### config.mk
export PLATFORM = sky130hd
export DESIGN_NAME = reuse_table
export DESIGN_NICKNAME = d
export VERILOG_FILES = /design/src/rtl/rit_pkg.sv /design/src/rtl/rit_ctrl.sv /design/src/rtl/rit_data.sv /design/src/rtl/reuse_table.sv
export SDC_FILE = /design/constraint.sdc
export NUM_CORES = 1
export LEC_CHECK = 0
export BUFFER_PORTS_ARGS = -buffer_cell sky130_fd_sc_hd__buf_2
export CELL_PAD_IN_SITES_DETAIL_PLACEMENT = 1
export CELL_PAD_IN_SITES_GLOBAL_PLACEMENT = 2
export CORE_ASPECT_RATIO = 0.6
export CORE_UTILIZATION = 25
export DETAILED_ROUTE_END_ITERATION = 8
export PLACE_DENSITY_LB_ADDON = 0.1
export SLEW_MARGIN = 20
export SYNTH_ARGS = -nofsm -noshare
export SYNTH_HDL_FRONTEND = slang
export SYNTH_SLANG_ARGS = --single-unit
### constraint.sdc
create_clock -name clk -period 6.8 [get_ports clk]
set_input_delay 1.02 -clock clk [delete_from_list [all_inputs] [get_ports clk]]
set_output_delay 1.02 -clock clk [all_outputs]
set_load 0.005 [all_outputs]
### src/rtl/rit_pkg.sv
package rit_pkg;
  typedef struct packed {
    logic doFlush;
    logic doHit;
    logic doWrite;
    logic doEvict;
  } ritStrobes_t;
endpackage

### src/rtl/rit_ctrl.sv
module rit_ctrl
  import rit_pkg::*;
#(
  parameter int unsigned SETS = 4,
  parameter int unsigned WAYS = 4
) (
  input  logic                    clk,
  input  logic                    rstN,
  input  logic                    flush,
  input  logic                    insValid,
  input  logic                    lkValid,
  input  logic [$clog2(SETS)-1:0] insSet,
  input  logic [$clog2(SETS)-1:0] lkSet,
  input  logic [WAYS-1:0]         matchVec,
  input  logic [WAYS-1:0]         insSetValid,
  output ritStrobes_t             strb,
  output logic [WAYS-1:0]         hitWayOH,
  output logic [WAYS-1:0]         writeWayOH
);
  localparam int unsigned WAY_W = $clog2(WAYS);

  logic [WAY_W-1:0] ageQ    [SETS][WAYS];
  logic [WAY_W-1:0] ageNext [SETS][WAYS];
  logic [WAY_W-1:0] hitIdx, victimIdx;
  logic             anyInvalid, sameSet;
  logic [WAYS-1:0]  coverMask [SETS];

  always_comb begin
    hitIdx = '0;
    for (int w = WAYS - 1; w >= 0; w--)
      if (matchVec[w]) hitIdx = WAY_W'(w);
    victimIdx = '0;
    for (int w = 0; w < WAYS; w++)
      if (ageQ[insSet][w] == WAY_W'(WAYS - 1)) victimIdx = WAY_W'(w);
    anyInvalid = 1'b0;
    for (int w = WAYS - 1; w >= 0; w--)
      if (!insSetValid[w]) begin
        anyInvalid = 1'b1;
        victimIdx  = WAY_W'(w);
      end
    sameSet      = insValid && lkValid && (insSet == lkSet);
    strb.doFlush = flush;
    strb.doHit   = !flush && lkValid && (|matchVec);
    strb.doWrite = !flush && insValid && !sameSet;
    strb.doEvict = strb.doWrite && !anyInvalid;
    hitWayOH     = strb.doHit   ? (WAYS'(1) << hitIdx)    : '0;
    writeWayOH   = strb.doWrite ? (WAYS'(1) << victimIdx) : '0;
  end

  // recency: age 0 is newest, WAYS-1 is the replacement candidate
  always_comb begin
    ageNext = ageQ;
    if (strb.doHit)
      for (int w = 0; w < WAYS; w++) begin
        if (WAY_W'(w) == hitIdx) ageNext[lkSet][w] = '0;
        else if (ageQ[lkSet][w] < ageQ[lkSet][hitIdx])
          ageNext[lkSet][w] = ageQ[lkSet][w] + 1'b1;
      end
    if (strb.doWrite)
      for (int w = 0; w < WAYS; w++) begin
        if (WAY_W'(w) == victimIdx) ageNext[insSet][w] = '0;
        else if (ageQ[insSet][w] < ageQ[insSet][victimIdx])
          ageNext[insSet][w] = ageQ[insSet][w] + 1'b1;
      end
  end

  always_ff @(posedge clk) begin
    if (!rstN) begin
      for (int s = 0; s < SETS; s++)
        for (int w = 0; w < WAYS; w++) ageQ[s][w] <= WAY_W'(w);
    end else begin
      ageQ <= ageNext;
    end
  end

  always_comb
    for (int s = 0; s < SETS; s++) begin
      coverMask[s] = '0;
      for (int w = 0; w < WAYS; w++) coverMask[s][ageQ[s][w]] = 1'b1;
    end

  generate
    for (genvar gs = 0; gs < SETS; gs++) begin : g_ageChk
      AST_LRU_PERMUTATION: assert property (@(posedge clk) disable iff (!rstN)
        coverMask[gs] == {WAYS{1'b1}});
    end
  endgenerate

  AST_CONFLICT_DROPS_INSERT: assert property (@(posedge clk) disable iff (!rstN)
    (insValid && lkValid && insSet == lkSet) |-> (writeWayOH == '0));
endmodule

### src/rtl/rit_data.sv
module rit_data
  import rit_pkg::*;
#(
  parameter int unsigned PC_W  = 16,
  parameter int unsigned TAG_W = 7,
  parameter int unsigned SETS  = 4,
  parameter int unsigned WAYS  = 4
) (
  input  logic                      clk,
  input  logic                      rstN,
  input  ritStrobes_t               strb,
  input  logic [WAYS-1:0]           hitWayOH,
  input  logic [WAYS-1:0]           writeWayOH,
  input  logic                      insValid,
  input  logic [$clog2(SETS)-1:0]   insSet,
  input  logic [PC_W-1:0]           insPc,
  input  logic [TAG_W-1:0]          insSrc0,
  input  logic [TAG_W-1:0]          insSrc1,
  input  logic                      insTwoSrc,
  input  logic [TAG_W-1:0]          insDst,
  input  logic                      insIsBranch,
  input  logic                      insTaken,
  input  logic                      lkValid,
  input  logic [$clog2(SETS)-1:0]   lkSet,
  input  logic [PC_W-1:0]           lkPc,
  input  logic [TAG_W-1:0]          lkSrc0,
  input  logic [TAG_W-1:0]          lkSrc1,
  input  logic                      lkTwoSrc,
  input  logic                      lkPredTaken,
  output logic [WAYS-1:0]           matchVec,
  output logic [WAYS-1:0]           insSetValid,
  output logic                      hitValid,
  output logic [TAG_W-1:0]          hitTag,
  output logic                      resolveValid,
  output logic                      resolveTaken,
  output logic                      freeValid,
  output logic [TAG_W-1:0]          freeTag,
  output logic [SETS*WAYS-1:0]      flushFreeMask,
  output logic [SETS*WAYS*TAG_W-1:0] flushFreeTags
);
  localparam int unsigned ENTRIES = SETS * WAYS;

  logic             vldQ  [SETS][WAYS];
  logic [PC_W-1:0]  pcQ   [SETS][WAYS];
  logic [TAG_W-1:0] s0Q   [SETS][WAYS];
  logic [TAG_W-1:0] s1Q   [SETS][WAYS];
  logic             twoQ  [SETS][WAYS];
  logic [TAG_W-1:0] dstQ  [SETS][WAYS];
  logic             brQ   [SETS][WAYS];
  logic             tkQ   [SETS][WAYS];

  logic [ENTRIES-1:0]       validFlat;
  logic [ENTRIES*TAG_W-1:0] dstFlat;
  logic [TAG_W-1:0]         selDst, vicDst;
  logic                     selBr, selTk, resolveNext;

  // reuse test against the indexed set
  always_comb
    for (int w = 0; w < WAYS; w++) begin
      matchVec[w] = vldQ[lkSet][w] && (pcQ[lkSet][w] == lkPc) &&
                    (s0Q[lkSet][w] == lkSrc0) && (twoQ[lkSet][w] == lkTwoSrc) &&
                    (!lkTwoSrc || (s1Q[lkSet][w] == lkSrc1));
      insSetValid[w] = vldQ[insSet][w];
    end

  always_comb begin
    selDst = '0; selBr = 1'b0; selTk = 1'b0; vicDst = '0;
    for (int w = 0; w < WAYS; w++) begin
      if (hitWayOH[w]) begin
        selDst = dstQ[lkSet][w];
        selBr  = brQ[lkSet][w];
        selTk  = tkQ[lkSet][w];
      end
      if (writeWayOH[w]) vicDst = dstQ[insSet][w];
    end
    resolveNext = strb.doHit && selBr && (selTk != lkPredTaken);
    for (int s = 0; s < SETS; s++)
      for (int w = 0; w < WAYS; w++) begin
        validFlat[s*WAYS+w] = vldQ[s][w];
        dstFlat[(s*WAYS+w)*TAG_W +: TAG_W] = vldQ[s][w] ? dstQ[s][w] : '0;
      end
  end

  always_ff @(posedge clk) begin
    if (!rstN) begin
      for (int s = 0; s < SETS; s++)
        for (int w = 0; w < WAYS; w++) vldQ[s][w] <= 1'b0;
    end else if (strb.doFlush) begin
      for (int s = 0; s < SETS; s++)
        for (int w = 0; w < WAYS; w++) vldQ[s][w] <= 1'b0;
    end else begin
      for (int w = 0; w < WAYS; w++)
        if (writeWayOH[w]) vldQ[insSet][w] <= 1'b1;
    end
  end

  always_ff @(posedge clk)
    for (int w = 0; w < WAYS; w++)
      if (strb.doWrite && writeWayOH[w]) begin
        pcQ[insSet][w]  <= insPc;
        s0Q[insSet][w]  <= insSrc0;
        s1Q[insSet][w]  <= insSrc1;
        twoQ[insSet][w] <= insTwoSrc;
        dstQ[insSet][w] <= insDst;
        brQ[insSet][w]  <= insIsBranch;
        tkQ[insSet][w]  <= insTaken;
      end

  always_ff @(posedge clk) begin
    if (!rstN) begin
      hitValid <= 1'b0; hitTag <= '0;
      resolveValid <= 1'b0; resolveTaken <= 1'b0;
      freeValid <= 1'b0; freeTag <= '0;
      flushFreeMask <= '0; flushFreeTags <= '0;
    end else begin
      hitValid      <= strb.doHit;
      hitTag        <= strb.doHit ? selDst : '0;
      resolveValid  <= resolveNext;
      resolveTaken  <= resolveNext && selTk;
      freeValid     <= strb.doEvict;
      freeTag       <= strb.doEvict ? vicDst : '0;
      flushFreeMask <= strb.doFlush ? validFlat : '0;
      flushFreeTags <= strb.doFlush ? dstFlat : '0;
    end
  end

  AST_HIT_AFTER_LOOKUP: assert property (@(posedge clk) disable iff (!rstN)
    hitValid |-> ($past(lkValid) && !$past(strb.doFlush)));
  AST_RESOLVE_NEEDS_HIT: assert property (@(posedge clk) disable iff (!rstN)
    resolveValid |-> hitValid);
  AST_FREE_AFTER_INSERT: assert property (@(posedge clk) disable iff (!rstN)
    freeValid |-> $past(insValid));
  AST_FLUSH_EMPTIES: assert property (@(posedge clk) disable iff (!rstN)
    strb.doFlush |=> (validFlat == '0));
endmodule

### src/rtl/reuse_table.sv
module reuse_table
  import rit_pkg::*;
#(
  parameter int unsigned PC_W       = 16,
  parameter int unsigned TAG_W      = 7,
  parameter int unsigned SETS       = 4,
  parameter int unsigned WAYS       = 4,
  parameter int unsigned ALIGN_BITS = 2
) (
  input  logic                        clk,
  input  logic                        rstN,
  input  logic                        flush,
  input  logic                        insValid,
  input  logic [PC_W-1:0]             insPc,
  input  logic [TAG_W-1:0]            insSrc0,
  input  logic [TAG_W-1:0]            insSrc1,
  input  logic                        insTwoSrc,
  input  logic [TAG_W-1:0]            insDst,
  input  logic                        insIsBranch,
  input  logic                        insTaken,
  input  logic                        lkValid,
  input  logic [PC_W-1:0]             lkPc,
  input  logic [TAG_W-1:0]            lkSrc0,
  input  logic [TAG_W-1:0]            lkSrc1,
  input  logic                        lkTwoSrc,
  input  logic                        lkPredTaken,
  output logic                        hitValid,
  output logic [TAG_W-1:0]            hitTag,
  output logic                        resolveValid,
  output logic                        resolveTaken,
  output logic                        freeValid,
  output logic [TAG_W-1:0]            freeTag,
  output logic [SETS*WAYS-1:0]        flushFreeMask,
  output logic [SETS*WAYS*TAG_W-1:0]  flushFreeTags
);
  localparam int unsigned IDX_W = $clog2(SETS);

  logic [IDX_W-1:0] insSet, lkSet;
  logic [WAYS-1:0]  matchVec, insSetValid, hitWayOH, writeWayOH;
  ritStrobes_t      strb;

  assign insSet = insPc[ALIGN_BITS +: IDX_W];
  assign lkSet  = lkPc[ALIGN_BITS +: IDX_W];

  rit_ctrl #(.SETS(SETS), .WAYS(WAYS)) uCtrl (
    .clk(clk), .rstN(rstN), .flush(flush), .insValid(insValid), .lkValid(lkValid),
    .insSet(insSet), .lkSet(lkSet), .matchVec(matchVec), .insSetValid(insSetValid),
    .strb(strb), .hitWayOH(hitWayOH), .writeWayOH(writeWayOH)
  );

  rit_data #(.PC_W(PC_W), .TAG_W(TAG_W), .SETS(SETS), .WAYS(WAYS)) uData (
    .clk(clk), .rstN(rstN), .strb(strb), .hitWayOH(hitWayOH), .writeWayOH(writeWayOH),
    .insValid(insValid), .insSet(insSet), .insPc(insPc), .insSrc0(insSrc0),
    .insSrc1(insSrc1), .insTwoSrc(insTwoSrc), .insDst(insDst),
    .insIsBranch(insIsBranch), .insTaken(insTaken),
    .lkValid(lkValid), .lkSet(lkSet), .lkPc(lkPc), .lkSrc0(lkSrc0), .lkSrc1(lkSrc1),
    .lkTwoSrc(lkTwoSrc), .lkPredTaken(lkPredTaken),
    .matchVec(matchVec), .insSetValid(insSetValid),
    .hitValid(hitValid), .hitTag(hitTag), .resolveValid(resolveValid),
    .resolveTaken(resolveTaken), .freeValid(freeValid), .freeTag(freeTag),
    .flushFreeMask(flushFreeMask), .flushFreeTags(flushFreeTags)
  );
endmodule

[Word level (Yosys, flattened, before mapping)]
Memory sizes are Yosys's and may differ from the RTL's.
Cells that the tools add are included.
Storage, ports and cells
  flip-flop bits (word level): 178
  bits in latches: 0
  memory bits (writable): 656
  memory bits (read-only): 0
  input bits: 77
  output and inout port bits: 146
  logic and storage cells: 337
  memories kept: 8
Cells by class
  add/subtract/negate cells: 8
  $mul: 0
  divide/modulo/power cells: 0
  order comparisons: 14
  equal/unequal tests: 27
  shift operators: 2
  muxes and demuxes: 140
  bitwise logic cells: 36
  reductions and logical operators: 63
Memories
  uData.pcQ: depth 4, bits a word 64, rd ports 1, clocked after Yosys merged registers in 0, wr ports 1, line rit_data.sv:44  | logic [PC_W-1:0] pcQ [SETS][WAYS];
  uData.dstQ: depth 4, bits a word 28, rd ports 6, clocked after Yosys merged registers in 0, wr ports 1, line rit_data.sv:48  | logic [TAG_W-1:0] dstQ [SETS][WAYS];
  uData.s0Q: depth 4, bits a word 28, rd ports 1, clocked after Yosys merged registers in 0, wr ports 1, line rit_data.sv:45  | logic [TAG_W-1:0] s0Q [SETS][WAYS];
  uData.s1Q: depth 4, bits a word 28, rd ports 1, clocked after Yosys merged registers in 0, wr ports 1, line rit_data.sv:46  | logic [TAG_W-1:0] s1Q [SETS][WAYS];
  uData.brQ: depth 4, bits a word 4, rd ports 1, clocked after Yosys merged registers in 0, wr ports 1, line rit_data.sv:49  | logic brQ [SETS][WAYS];
  uData.tkQ: depth 4, bits a word 4, rd ports 1, clocked after Yosys merged registers in 0, wr ports 1, line rit_data.sv:50  | logic tkQ [SETS][WAYS];
  2 more memories
Operators by type and width (count)
  2-to-1 mux 32 bit: 24
  AND 32 bit: 8
  bitwise mux 32 bit: 8
  NOT 32 bit: 8
  demux 8 bit (select 2 bit): 8
  equality test 16 bit: 4
  2-to-1 mux 1 bit: 57
  equality test 7 bit: 8
  2-to-1 mux 7 bit: 8
  2-to-1 mux 8 bit: 6
  AND reduction 3 bit: 16
  2-to-1 mux 2 bit: 17
  binary-select mux 8 bit (select 2 bit): 2
  logical AND 1 bit: 32
  2-to-1 mux 4 bit: 6
  adder 2 x 1 -> 2 bit (second input constant): 8
  less-than comparator 2 bit: 8
  OR 1 bit: 16
  greater-or-equal comparator 3 bit (second input constant): 4
  2-to-1 mux 6 bit: 2
  NOT 2 -> 3 bit: 4
  binary-select mux 2 bit (select 2 bit): 2
  equality test 2 bit (first input constant): 4
  OR reduction 4 bit: 2
  other kinds (11): 28

[Depth between registers and ports, before layout]
An unclocked memory read counts as a cell.
  depth after elaboration: 46
  gate-level depth with buffers: 22
  mapped depth without buffers: 18

[Cells and area by module]
From an unflattened synthesis, not the netlist that was laid out.
Second synthesis, totals
  cells, all modules: 1929
  area total of the unflattened synthesis: 33345.7 µm²
Modules (own cells, without submodules)
  rit_data: times used 1, cells an instance 1561, area each 30366.6 µm², sequential area each 22461.5 µm²
  rit_ctrl: times used 1, cells an instance 368, area each 2979.1 µm², sequential area each 640.6 µm²

[Worst setup path before layout]
OpenSTA, ideal clock, no wires.
  kind: input to register
  start point: input port insPc[2]
  end point: register uData.freeTag[5]
  setup time: 76 ps
  data arrival time: 5575 ps
  data required time: 6724 ps
  slack: 1148 ps
  cell stages on the path: 11
  path buffers: 3
  path through: buf_2 > clkbuf_1 > clkbuf_1 > mux4_2 > ha_1 > inv_1 > nand2_1 > o21a_1 > nor2_1 > a22oi_1 > a31oi_1
On the way
  cells in the longest elaborated chain, start to end: 18
  elaborated cells on any way between the ends: 33
  those cells by class: eq/ne: 4; shift: 1; mux: 19; bitwise: 1; reduce/logical: 6; memory: 2
RTL lines
  start: declaration: line reuse_table.sv:14  | input logic [PC_W-1:0] insPc,
  NOT 2 -> 3 bit (implied by the code): line rit_ctrl.sv:34  | if (ageQ[insSet][w] == WAY_W'(WAYS - 1)) victimIdx = WAY_W'(w);
  binary-select mux 8 bit (select 2 bit)
  2-to-1 mux 8 bit (2 in series)
  equality test 2 bit: line rit_ctrl.sv:34
  2-to-1 mux 1 bit: line rit_ctrl.sv:34
  2-to-1 mux 2 bit (2 in series): line rit_ctrl.sv:34
  2-to-1 mux 2 bit (4 in series): line rit_ctrl.sv:37  | if (!insSetValid[w]) begin
  left shift 1 x 2 -> 4 bit: line rit_ctrl.sv:47  | writeWayOH = strb.doWrite ? (WAYS'(1) << victimIdx) : '0;
  2-to-1 mux 4 bit: line rit_ctrl.sv:47
  2-to-1 mux 7 bit (4 in series): line rit_data.sv:74  | if (writeWayOH[w]) vicDst = dstQ[insSet][w];
  end signal: assignment: line rit_data.sv:121  | freeTag <= strb.doEvict ? vicDst : '0;
  end: declaration: line rit_data.sv:37  | output logic [TAG_W-1:0] freeTag,
Parallel ways exist; a longest one is shown, timed or not. The select of a mux whose other input is x is not followed.
A chain may end at the register's enable or synchronous reset.

[Worst setup path in the final report]
  start point: input port lkPc[2]
  end point: register uCtrl.ageQ[14] (netlist bit)
On the way
  cells in the longest elaborated chain, start to end: 46
  elaborated cells on any way between the ends: 123
  those cells by class: add/sub: 4; order compare: 6; eq/ne: 20; mux: 47; bitwise: 14; reduce/logical: 27; memory: 5
RTL lines
  start: declaration: line reuse_table.sv:22  | input logic [PC_W-1:0] lkPc,
  memory read (4 x 64 bit)
  equality test 16 bit: line rit_data.sv:60  | matchVec[w] = vldQ[lkSet][w] && (pcQ[lkSet][w] == lkPc) &&
  logical AND 1 bit (2 in series): line rit_data.sv:60
  logical AND 1 bit (2 in series): line rit_data.sv:61  | (s0Q[lkSet][w] == lkSrc0) && (twoQ[lkSet][w] == lkTwoSrc) &&
  2-to-1 mux 2 bit (4 in series): line rit_ctrl.sv:31  | if (matchVec[w]) hitIdx = WAY_W'(w);
  NOT 2 -> 3 bit (implied by the code): line rit_ctrl.sv:56  | else if (ageQ[lkSet][w] < ageQ[lkSet][hitIdx])
  binary-select mux 2 bit (select 2 bit): line rit_ctrl.sv:56
  2-to-1 mux 2 bit (implied by the code) (2 in series): line rit_ctrl.sv:56
  (+24 left out)
  bitwise mux 32 bit: line rit_ctrl.sv:63  | ageNext[insSet][w] = ageQ[insSet][w] + 1'b1;
  2-to-1 mux 32 bit: line rit_ctrl.sv:62  | else if (ageQ[insSet][w] < ageQ[insSet][victimIdx])
  2-to-1 mux 32 bit: line rit_ctrl.sv:61  | if (WAY_W'(w) == victimIdx) ageNext[insSet][w] = '0;
  2-to-1 mux 32 bit: line rit_ctrl.sv:59  | if (strb.doWrite)
  bitwise mux 32 bit: line rit_ctrl.sv:63
  2-to-1 mux 32 bit: line rit_ctrl.sv:62
  2-to-1 mux 32 bit: line rit_ctrl.sv:61
  2-to-1 mux 32 bit *: line rit_ctrl.sv:59
  end signal: assignment: line rit_ctrl.sv:72  | ageQ <= ageNext;
  end: declaration: line rit_ctrl.sv:22  | logic [WAY_W-1:0] ageQ [SETS][WAYS];
Every way passes the cells marked *; elsewhere a longest branch is shown, timed or not. The select of a mux whose other input is x is not followed.

==> summary.txt <==
Placement
  – DP HPWL: 91300 um
  – Placed cell count: 4140
  – Pre-CTS setup slack: 0.627 ns
  – Last weighted congestion value of the routability-driven placer: 0.823
  – Placed cell areas: 38100 um^2
  – Port buffer count: 222

Setup path
  – Setup slack, reg-to-reg: 2.01 ns
  – Buf+Inv Stages, Crit Path: 3
  – Worst r2r src: uData.s0Q[0][5]
  – CP dominant cell by count: o21ai_0
  – Worst R2R End: uCtrl.ageQ[14]
  – Worst setup SP type: primary input
  – CP cell instances: buf_8 -> buf_12 -> mux4_2 -> xnor2_1 -> nand4_1 -> nor3_1 -> nand4bb_1 -> o21ai_0 -> o21ai_0 -> inv_1 -> o21ai_0 -> ha_1 -> nor2_1 -> o211a_1 -> a21oi_1 -> or4b_1 -> nand4_1 -> o211a_1
  – Req. time, crit path: 7.42 ns
  – Worst Path Class, Setup: primary input to flip-flop
  – Worst r2r path cells: 16
  – CP arrival: 6.19 ns
  – Slowest library cell on the worst path: mux4_2
  – Slowest stage delay, CP: 0.57 ns
  – CP Capture Type: flip-flop
  – Crit Path Max Fanout: 41
  – Crit path max-delay family: simple AND/OR/NAND/NOR gates

Pwr
  – Leakage: 0.0140 uW
  – VDD IR max: 157 uV
  – Power Dens Cells: 269 nW/um^2

Worst hold path
  – Worst Hold End: uCtrl.ageQ[30]
  – Hold Crit Class: flip-flop to flip-flop
  – Hold depth: 2
  – Worst Min Path Start: uCtrl.ageQ[30]

Layout
  – FILL cells: 14200
  – Commonest cells after routing, fill and taps aside: 640 x edfxtp_1, 218 x buf_2, 194 x dfxtp_1, 173 x mux4_2, 119 x and2_1
  – Final non-filler cell total: 4306
  – Final net count: 2515
  – Layout area overhead: 20.0%
  – Commonest non-fill, non-tap cell in the layout: edfxtp_1
  – Area of the multi-input gates: 10500 um^2
  – Layout cells sized above 1: 27.4%
  – Register area: 23100 um^2
  – Finished layout cell area: 41000 um^2

Yosys
  – EDFF count, synth: 640
  – Yosys reg bits: 834
  – Post-Syn Area per Cell: 16.1 um^2
  – Asr flop ratio synth: 0%
  – Gate Count Post-Synth: 2129
  – Ys flop type: edfxtp_1
  – YS warnings: 0
  – Synth Cell Area: 34200 um^2
  – Syn Nets: 2217
  – Share of the yosys chip area belonging to registers: 67.6%
  – Post-synthesis cell type count: 89

CTS
  – Hold Buf Count CTS: 0
  – Bufs on Longest Clock Path: 3
  – Total CTS buffers: 87
  – Clock H-tree levels: 3
  – Clk sinks: 834
  – Postcts setup bufs: 0
  – Post-cts sizing count: 0
  – Clk Latency, worst-skew pair: 0.69 ns
  – Reg clk slew, reported paths: 0.07 ns
  – CTS tree: built
  – Root buf cell: clkbuf_16

Floorplan
  – Die Ht: 288 um
  – Core footprint: 135000 um^2
  – Full die area: 138000 um^2
  – I/O pin cnt: 223
  – Initial core utilization: 25.4%
  – # rows: 104
  – Die width: 479 um

STA
  – Minimum clock period: 5.57 ns
  – Post-Route Setup TNS: 0 ns
  – Final Max Slew Viols: 0
  – Hold WS: 0.492 ns
  – Clk_skew: 0.0277 ns
  – Tcrit/Tclk final: 81.9%
  – Final hold vios: 0
  – Worst-Margin Slew: 1.05 ns
  – Achievable Freq: 0.180 GHz
  – Setup WS post-layout: 1.23 ns
  – Final setup vio count: 0
  – Slew HR: 29.3%
  – Unrepaired setup endpoints after global routing: false

Global route
  – Initial antenna violation count: 14
  – First-pass GRT wire length: 178000 um
  – Vias in the first global route: 22300
  – Largest net degree at the start of global routing: 55
  – Gr ovfl total: 0
  – Total track usage: 18.6%

Route
  – Post-DR vias/cell: 4.88
  – Initial DRC Count: 1818
  – ANT nets after route: 0
  – Drt drc: 0
  – Routed wire length: 129000 um
  – DR pass1 iterations: 5
  – Vias: 21000
  – WL/cell: 30.1 um

Status
  – Status: finished, final reports clean

Run
  – Number of max-cap violations: 0
[routing by layer]
metal | GRT usage (%) | part of all wire, %
met5 | 0 | 0.025
met4 | 4.01 | 1.8
met3 | 4.61 | 6.6
met2 | 26.4 | 42
met1 | 28.2 | 50
[state kept, by name (all words and copies together), names as in the netlist, 7 cells and up]
name / flops
uData.s1Q: 112
uData.pcQ: 256
uData.flushFreeMask: 16
uCtrl.ageQ: 32
uData.tkQ: 16
uData.s0Q: 112
uData.brQ: 16
uData.twoQ: 16
uData.freeTag: 7
uData.hitTag: 7
uData.dstQ: 112
uData.flushFreeTags: 112
uData.vldQ: 16
[how the worst max path moves through the flow]
stage                        start                to  depth (start not counted)
after global placement     lkPc[2]    uCtrl.ageQ[14]                         20
after CTS                  lkPc[2]    uCtrl.ageQ[14]                         18
after detailed placement   lkPc[2]    uCtrl.ageQ[14]                         18
after floorplan           insPc[2]  uData.freeTag[5]                         11
final                      lkPc[2]    uCtrl.ageQ[14]                         18
after global routing       lkPc[2]    uCtrl.ageQ[23]                         20
[logic make-up after synthesis]
kind of cell | Yosys count | synth area share, %
and+or+nand+nor | 487 | 7.74
buffers and inverters | 162 | 2.18
muxes | 241 | 13.4
xor gates and xnor gates | 124 | 3.20
AOI/OAI and AO/OA | 270 | 5.47
adders and majority gates | 11 | 0.403
DFF | 834 | 67.6
[synthesized netlist by cell type (13+ instances only)]
master,instances,area [um^2]
a21oi_1,56,280
a22oi_1,16,120
a31oi_1,15,93.8
and2_1,119,744
and3_1,18,113
buf_2,26,130
clkbuf_1,68,255
dfxtp_1,194,3880
edfxtp_1,640,19200
inv_1,41,154
mux2i_1,62,621
mux4_2,173,3900
nand2_1,90,338
nand2b_1,16,100
nand3_1,23,115
nand4_1,37,231
nor2_1,103,387
nor3_1,19,95.1
o21ai_0,47,235
o22ai_1,17,106
o31ai_1,13,97.6
xnor2_1,99,867
xor2_1,24,210
[tightest hold or removal path: stages, from the launching register on]
cell and delay [ns]:
dfxtp_1 0.32, nand2_1 0.06, o2bb2ai_1 0.07
[where the power goes]
group	total (uW)	internal, uW	leakage [uW]	switching (uW)
clock	4900	2760	0.00142	2140
sequential	5510	5500	0.00733	6.86
combinational	633	210	0.00527	423
total	11000	8470	0.0140	2570
[area by class of cell]
cell class              count  area share (%)
flip-flops and latches    834            56.4
multi-input cells        1133            25.5
clock buffers             111            5.89
well taps                1802            5.50
repair buffers            328            5.17
clock inverters            48            1.14
inverters                  43           0.394
diodes                      7          0.0427
[stage by stage]
step / utilization (%) / power [uW]
finish: 30.4 / 11000
global route: 30.4 / 11400
CTS: 30.4 / 11200
detailed placement: 28.3 / 6250
global placement: 28.3 / 6250
floorplan: - / 5950
Note: power is estimated with default switching activity, not from simulation.
